**src/rtl/prox_seq_pkg.sv**
```systemverilog
`timescale 1ns/1ps
package prox_seq_pkg;

    localparam int CFG_W      = 8;
    localparam int STEP_CNT_W = 12;
    localparam int LONG_MULT  = 12;

    typedef enum logic [2:0] {
        PS_SLEEP   = 3'd0,
        PS_START   = 3'd1,
        PS_SETTLE  = 3'd2,
        PS_ACCUM   = 3'd3,
        PS_CONVERT = 3'd4,
        PS_WAIT    = 3'd5
    } prox_state_e;

    typedef struct packed {
        logic                  load;
        logic [STEP_CNT_W-1:0] steps;
    } step_cmd_t;

    typedef struct packed {
        logic             load;
        logic [CFG_W-1:0] count;
    } pulse_cmd_t;

    function automatic logic [STEP_CNT_W-1:0] integ_steps(input logic [CFG_W-1:0] reg_val);
        return STEP_CNT_W'(9'd256 - {1'b0, reg_val});
    endfunction

    function automatic logic [STEP_CNT_W-1:0] wait_steps(input logic [CFG_W-1:0] reg_val,
                                                         input logic              stretch);
        logic [STEP_CNT_W-1:0] base;
        base = STEP_CNT_W'(9'd256 - {1'b0, reg_val});
        return stretch ? STEP_CNT_W'(base * STEP_CNT_W'(LONG_MULT)) : base;
    endfunction

endpackage

```
**src/rtl/prox_step_timer.sv**
```systemverilog
`timescale 1ns/1ps
module prox_step_timer
    import prox_seq_pkg::*;
#(
    parameter int STEP_TICKS = 340
) (
    input  logic      clk,
    input  logic      rst,
    input  logic      tick,
    input  step_cmd_t cmd,
    output logic      done
);
    localparam int TW = (STEP_TICKS > 1) ? $clog2(STEP_TICKS) : 1;
    localparam logic [TW-1:0] LAST_TICK = TW'(STEP_TICKS - 1);

    logic [TW-1:0]         tick_cnt;
    logic [STEP_CNT_W-1:0] steps_left;
    logic                  running;

    assign done = running && tick && (tick_cnt == LAST_TICK)
                  && (steps_left == STEP_CNT_W'(1));

    always_ff @(posedge clk) begin
        if (rst) begin
            tick_cnt   <= '0;
            steps_left <= '0;
            running    <= 1'b0;
        end else if (cmd.load) begin
            tick_cnt   <= '0;
            steps_left <= cmd.steps;
            running    <= 1'b1;
        end else if (running && tick) begin
            if (tick_cnt == LAST_TICK) begin
                tick_cnt <= '0;
                if (steps_left == STEP_CNT_W'(1)) begin
                    running <= 1'b0;
                end else begin
                    steps_left <= steps_left - STEP_CNT_W'(1);
                end
            end else begin
                tick_cnt <= tick_cnt + TW'(1);
            end
        end
    end
endmodule

```
**src/rtl/prox_pulse_gen.sv**
```systemverilog
`timescale 1ns/1ps
module prox_pulse_gen
    import prox_seq_pkg::*;
#(
    parameter int PULSE_TICKS = 2
) (
    input  logic       clk,
    input  logic       rst,
    input  logic       tick,
    input  pulse_cmd_t cmd,
    output logic       led,
    output logic       done
);
    localparam int PW = (PULSE_TICKS > 1) ? $clog2(PULSE_TICKS) : 1;
    localparam logic [PW-1:0] LAST_PH = PW'(PULSE_TICKS - 1);
    localparam logic [PW-1:0] HALF_PH = PW'(PULSE_TICKS / 2);

    logic [PW-1:0]    phase;
    logic [CFG_W-1:0] pulses_left;
    logic             running;

    assign led  = running && (phase < HALF_PH);
    assign done = running && tick && (phase == LAST_PH)
                  && (pulses_left == CFG_W'(1));

    always_ff @(posedge clk) begin
        if (rst) begin
            phase       <= '0;
            pulses_left <= '0;
            running     <= 1'b0;
        end else if (cmd.load) begin
            phase       <= '0;
            pulses_left <= cmd.count;
            running     <= (cmd.count != '0);
        end else if (running && tick) begin
            if (phase == LAST_PH) begin
                phase <= '0;
                if (pulses_left == CFG_W'(1)) begin
                    running <= 1'b0;
                end else begin
                    pulses_left <= pulses_left - CFG_W'(1);
                end
            end else begin
                phase <= phase + PW'(1);
            end
        end
    end
endmodule

```
**src/rtl/prox_seq_fsm.sv**
```systemverilog
`timescale 1ns/1ps
module prox_seq_fsm
    import prox_seq_pkg::*;
(
    input  logic             clk,
    input  logic             rst,
    input  logic             pwr_on,
    input  logic             prox_en,
    input  logic             wait_en,
    input  logic             wait_long,
    input  logic [CFG_W-1:0] pulse_cnt,
    input  logic [CFG_W-1:0] integ_time,
    input  logic [CFG_W-1:0] wait_time,
    input  logic             step_done,
    input  logic             pulse_done,
    output prox_state_e      state,
    output step_cmd_t        step_cmd,
    output pulse_cmd_t       pulse_cmd,
    output logic             conv_end
);
    prox_state_e state_q, state_d;

    always_comb begin
        state_d         = state_q;
        step_cmd.load   = 1'b0;
        step_cmd.steps  = '0;
        pulse_cmd.load  = 1'b0;
        pulse_cmd.count = pulse_cnt;
        conv_end        = 1'b0;
        case (state_q)
            PS_SLEEP: begin
                if (pwr_on) state_d = PS_START;
            end
            PS_START: begin
                if (!pwr_on) begin
                    state_d = PS_SLEEP;
                end else if (prox_en) begin
                    state_d        = PS_SETTLE;
                    step_cmd.load  = 1'b1;
                    step_cmd.steps = STEP_CNT_W'(1);
                end else if (wait_en) begin
                    state_d        = PS_WAIT;
                    step_cmd.load  = 1'b1;
                    step_cmd.steps = wait_steps(wait_time, wait_long);
                end
            end
            PS_SETTLE: begin
                if (step_done) begin
                    if (pulse_cnt != '0) begin
                        state_d        = PS_ACCUM;
                        pulse_cmd.load = 1'b1;
                    end else begin
                        state_d        = PS_CONVERT;
                        step_cmd.load  = 1'b1;
                        step_cmd.steps = integ_steps(integ_time);
                    end
                end
            end
            PS_ACCUM: begin
                if (pulse_done) begin
                    state_d        = PS_CONVERT;
                    step_cmd.load  = 1'b1;
                    step_cmd.steps = integ_steps(integ_time);
                end
            end
            PS_CONVERT: begin
                if (step_done) begin
                    conv_end = 1'b1;
                    if (!pwr_on) begin
                        state_d = PS_SLEEP;
                    end else if (wait_en) begin
                        state_d        = PS_WAIT;
                        step_cmd.load  = 1'b1;
                        step_cmd.steps = wait_steps(wait_time, wait_long);
                    end else begin
                        state_d = PS_START;
                    end
                end
            end
            PS_WAIT: begin
                if (!pwr_on) begin
                    state_d = PS_SLEEP;
                end else if (step_done) begin
                    state_d = PS_START;
                end
            end
            default: state_d = PS_SLEEP;
        endcase
    end

    always_ff @(posedge clk) begin
        if (rst) state_q <= PS_SLEEP;
        else     state_q <= state_d;
    end

    assign state = state_q;
endmodule

```
**src/rtl/prox_cycle_seq.sv**
```systemverilog
`timescale 1ns/1ps
module prox_cycle_seq
    import prox_seq_pkg::*;
#(
    parameter int STEP_TICKS  = 340,
    parameter int PULSE_TICKS = 2,
    parameter int DATA_W      = 16
) (
    input  logic              clk,
    input  logic              rst,
    input  logic              tick,
    input  logic              pwr_on,
    input  logic              prox_en,
    input  logic              wait_en,
    input  logic              wait_long,
    input  logic [7:0]        pulse_cnt,
    input  logic [7:0]        integ_time,
    input  logic [7:0]        wait_time,
    input  logic [DATA_W-1:0] adc_in,
    output logic              led_o,
    output logic              integ_win_o,
    output logic [2:0]        state_o,
    output logic              latch_o,
    output logic [DATA_W-1:0] prox_data_o
);
    prox_state_e state;
    step_cmd_t   step_cmd;
    pulse_cmd_t  pulse_cmd;
    logic        step_done;
    logic        pulse_done;
    logic        conv_end;

    prox_seq_fsm u_fsm (
        .clk        (clk),
        .rst        (rst),
        .pwr_on     (pwr_on),
        .prox_en    (prox_en),
        .wait_en    (wait_en),
        .wait_long  (wait_long),
        .pulse_cnt  (pulse_cnt),
        .integ_time (integ_time),
        .wait_time  (wait_time),
        .step_done  (step_done),
        .pulse_done (pulse_done),
        .state      (state),
        .step_cmd   (step_cmd),
        .pulse_cmd  (pulse_cmd),
        .conv_end   (conv_end)
    );

    prox_step_timer #(.STEP_TICKS(STEP_TICKS)) u_step (
        .clk  (clk),
        .rst  (rst),
        .tick (tick),
        .cmd  (step_cmd),
        .done (step_done)
    );

    prox_pulse_gen #(.PULSE_TICKS(PULSE_TICKS)) u_pulse (
        .clk  (clk),
        .rst  (rst),
        .tick (tick),
        .cmd  (pulse_cmd),
        .led  (led_o),
        .done (pulse_done)
    );

    always_ff @(posedge clk) begin
        if (rst) begin
            latch_o     <= 1'b0;
            prox_data_o <= '0;
        end else begin
            latch_o <= conv_end;
            if (conv_end) prox_data_o <= adc_in;
        end
    end

    assign state_o     = state;
    assign integ_win_o = (state == PS_CONVERT);
endmodule

```
**config.mk**
```make
export PLATFORM = sky130hd
export DESIGN_NAME = prox_cycle_seq
export DESIGN_NICKNAME = d
export VERILOG_FILES = /design/src/rtl/prox_seq_pkg.sv /design/src/rtl/prox_step_timer.sv /design/src/rtl/prox_pulse_gen.sv /design/src/rtl/prox_seq_fsm.sv /design/src/rtl/prox_cycle_seq.sv
export SDC_FILE = /design/constraint.sdc
export NUM_CORES = 1
export LEC_CHECK = 0
export BUFFER_PORTS_ARGS = -buffer_cell sky130_fd_sc_hd__buf_2
export CAP_MARGIN = 20
export CORE_MARGIN = 2
export CORE_UTILIZATION = 52
export CTS_CLUSTER_DIAMETER = 80
export DETAILED_ROUTE_END_ITERATION = 8
export PLACE_DENSITY = 0.88
export SETUP_SLACK_MARGIN = 0.05
export SYNTH_ARGS = -nofsm -noshare
export SYNTH_HDL_FRONTEND = slang
export SYNTH_SLANG_ARGS = --single-unit
```
**constraint.sdc**
```tcl
create_clock -name clk -period 3.18 [get_ports clk]
set_input_delay 0.477 -clock clk [delete_from_list [all_inputs] [get_ports clk]]
set_output_delay 0.477 -clock clk [all_outputs]
set_load 0.02 [all_outputs]
```
==> summary.txt <==
outcome: completed
Tot GR Track Use: 0.237
Worst Path Required: 3430 ps
Non-Filler Cell Area, Final: 4500 um^2
Routed wire per std cell: 15.2 um
Mapped Area: 3960 um^2
final hold violations: 0
total half-perimeter wirelength after legalization and detailed placement: 7.54 mm
average cell area after synthesis: 8.14 um^2
number of endpoints failing setup at the final stage: 0
minimum setup slack in the final design: 286 ps
category of the critical setup timing path: input pin to flop
Worst Setup End Kind: flop
startpoint of the lowest-slack register-to-register path: u_fsm.state[2]$_SDFFE_PP0P_
Buffers on Ports: 68
most frequent standard cell in the layout excluding fill and tap cells: sky130_fd_sc_hd__buf_2
register bit count reported by yosys: 52
reg-to-reg setup timing slack: 780 ps
PostCTS Resize Cnt: 0
top-level port count: 69
Initial DRC Count: 282
area share of fa/ha/maj cells after synthesis: 0.0468
post-synthesis share of cell area spent on xor and xnor gates: 0.0876
top library cells by usage in the layout, fill and taps aside: sky130_fd_sc_hd__buf_2 (68), sky130_fd_sc_hd__dfxtp_1 (52), sky130_fd_sc_hd__nand2_1 (50), sky130_fd_sc_hd__nor2_1 (39), sky130_fd_sc_hd__a21oi_1 (26)
cell count after synthesis: 486
vias post-DR: 3857
hold path endpoint: prox_data_o[5]$_SDFFE_PP0P_
proportion of layout cells with a drive suffix above 1: 0.260
highest fanout seen on the critical path: 6
skew final: 7.07 ps
power density normalized to cell area: 397 nW/um^2
share of the synthesized area in compound gates (AO/OA/AOI/OAI): 0.205
unrepaired setup endpoints after global routing: no
total of max-cap violations: 0
Area growth syn-to-layout: 13.7%
largest family of logic cells by synthesized area: simple AND/OR/NAND/NOR gates
standard cell with the maximum stage delay on the critical path: sky130_fd_sc_hd__or4b_4
placed inst area: 4390 um^2
Post-DRT Antenna Nets: 0
fraction of the yosys area taken by sequential cells: 0.263
clock period minus final worst setup slack: 2890 ps
Hold WC Path Type: input pin to flop
syn_nets: 547
Critical R2R Capture: u_step.steps_left[8]$_SDFFE_PP0P_
leftover overflow at the end of global routing: 0
number of cells after detailed placement: 642
pin count of the biggest net entering global routing: 26
total clock buffers created by CTS: 5
antenna cells: 0
worst voltage drop across the vdd grid: 0.184 mV
Core Area: 7330 um^2
Yosys Warn Count: 0
multiplexer fraction of the synthesized cell area: 0.0158
Largest stage delay, worst path: 510 ps
clock insertion delay at the later pin of the skew report: 310 ps
Startpoint Class: input pin
Hold Crit Start: adc_in[5]
actual slew at the worst max-slew pin: 789 ps
remaining design rule violation count: 0
leading register cell type out of synthesis: sky130_fd_sc_hd__dfxtp_1
Post-CTS Hold Buffers: 0
Place WS: -6.86 ps
Highest Clock Rate: 346 MHz
count of TritonRoute iterations in the first routing pass: 6
aggregate routed wire length: 9.85 mm
number of instances on the worst hold path: 3
width of the die: 91.2 um
Final nets: 611
area of the die: 8320 um^2
starting utilization of the core area: 0.540
height of the chip: 91.2 um
initial antenna violation count: 0
clock sink count: 52
async set-or-reset flop fraction in the synthesized netlist: 0
Setup Fix Bufs, Post-CTS: 0
critical path, cell by cell: buf_2 -> inv_1 -> ha_1 -> or4b_4 -> nor2_4 -> xnor2_2 -> ha_4 -> nor4bb_1 -> a32oi_1 -> o311ai_1 -> a2111oi_1 -> o2111ai_1 -> nand3_1
number of max-slew violations in the final report: 0
number of buffers and inverters on the critical path: 2
cell type group with the largest total delay on the critical path: compound AO/OA/AOI/OAI gates
share of the clock period used by the worst path: 0.910
Max transition margin: 0.472
final core utilization: 0.614
number of vias per cell: 5.93
placement row count: 31
arrival time reported for the critical path endpoint: 3140 ps
clock tree from TritonCTS: built
number of global-route vias before repair: 3708
CTS clock-pin slew for the worst setup and hold paths: 100 ps
Post-synth EDFFs: 0
Placer Congestion: 0.940
standby leakage power: 1.73 nW
number of standard cells in the final layout excluding fillers: 650
clock tree buffer depth: 2
global-route wire length before repair: 16.7 mm
worst-case reg-to-reg path depth: 6
Yosys cell types: 85
CTS root buf: sky130_fd_sc_hd__clkbuf_8
Post-Synth Simple-Gate Area: 0.320
CTS H-tree depth: 2
==> cells by family (layout without fill, tap and decap cells) <==
family	count (synthesis)	count (layout)
AND/OR/NAND/NOR	222	222
XOR/XNOR	38	38
multiplexers	6	6
buffers and inverters	43	108
AO/OA/AOI/OAI	110	110
adder cells (fa/ha/maj)	15	15
flip-flops	52	52
==> layout make-up <==
| type | count | area [um^2] |
|---|---|---|
| inverters | 19 | 71.3 |
| well taps | 99 | 124 |
| multi-input cells | 391 | 2710 |
| flip-flops and latches | 52 | 1040 |
| clock inverters | 3 | 42.5 |
| repair buffers | 81 | 438 |
| clock buffers | 5 | 68.8 |
| fillers | 627 | 2830 |
==> power by group <==
part           internal [W]  switching, W  total, W
registers          0.000683     0.0000679  0.000751
clock network      0.000233      0.000217  0.000450
logic              0.000248      0.000338  0.000586
total               0.00116      0.000623   0.00179
==> cells in the mapped netlist (all sizes together), types with 5 or more instances <==
| master | count | area share |
|---|---|---|
| nor2 | 40 | 0.038 |
| nand2 | 60 | 0.063 |
| ha | 14 | 0.044 |
| or2 | 6 | 0.0095 |
| clkbuf | 9 | 0.011 |
| xnor2 | 23 | 0.051 |
| xor2 | 14 | 0.031 |
| a31oi | 6 | 0.0095 |
| nand4b | 7 | 0.015 |
| nor3b | 5 | 0.012 |
| nand4 | 12 | 0.019 |
| inv | 19 | 0.018 |
| o211ai | 9 | 0.017 |
| o21ai | 8 | 0.010 |
| nor4 | 11 | 0.023 |
| a211oi | 10 | 0.023 |
| and2 | 8 | 0.014 |
| nand3 | 13 | 0.016 |
| or3 | 6 | 0.0095 |
| buf | 13 | 0.028 |
| a21oi | 37 | 0.057 |
| dfxtp | 52 | 0.26 |
| and3 | 11 | 0.019 |
| nor3 | 23 | 0.032 |
| a22oi | 5 | 0.0095 |
==> routing by layer <==
metal,wire length [um],track usage
met5,0,0
met4,180,0.0745
met3,594,0.0415
met2,4740,0.416
met1,4340,0.293
==> state kept, by name (all words and copies together) (netlist names) <==
register / cells
u_step.steps_left: 12
u_pulse.running: 1
u_pulse.pulses_left: 8
prox_data_o: 16
u_step.tick_cnt: 9
latch_o: 1
u_step.running: 1
u_fsm.state: 3
u_pulse.phase: 1
==> worst register-to-register path, stage by stage, from the launching register on <==
cell and delay, ps:
sky130_fd_sc_hd__dfxtp_1 580, sky130_fd_sc_hd__nor3b_2 460, sky130_fd_sc_hd__and3_1 290, sky130_fd_sc_hd__a32o_2 340, sky130_fd_sc_hd__nand4_1 130, sky130_fd_sc_hd__or4_1 420
sky130_fd_sc_hd__o211ai_1 110
==> worst max-delay path by stage <==
stage | depth (start not counted) | slack [ps] | end | from
2_1_floorplan | 14 | 60 | u_step.steps_left[11]$_SDFFE_PP0P_ | wait_time[0]
3_3_place_gp | 13 | 100 | u_step.steps_left[11]$_SDFFE_PP0P_ | wait_time[1]
5_1_grt | 13 | 50 | u_step.steps_left[11]$_SDFFE_PP0P_ | wait_time[1]
3_5_place_dp | 11 | -7 | u_step.steps_left[8]$_SDFFE_PP0P_ | wait_time[2]
4_1_cts | 13 | 320 | u_step.steps_left[11]$_SDFFE_PP0P_ | wait_time[1]
6_report | 13 | 290 | u_step.steps_left[11]$_SDFFE_PP0P_ | wait_time[1]
==> per-stage QoR <==
stage / setup TNS (ps) / hold WS (ps) / power [W]
after global placement: 0 / 436 / 0.00133
after CTS: 0 / 398 / 0.00178
after detailed placement: -6.86 / 442 / 0.00134
final: 0 / 401 / 0.00179
after floorplan: 0 / 445 / 0.00120
after global routing: 0 / 400 / 0.00189
No activity file was read; power rests on OpenSTA's default activity.
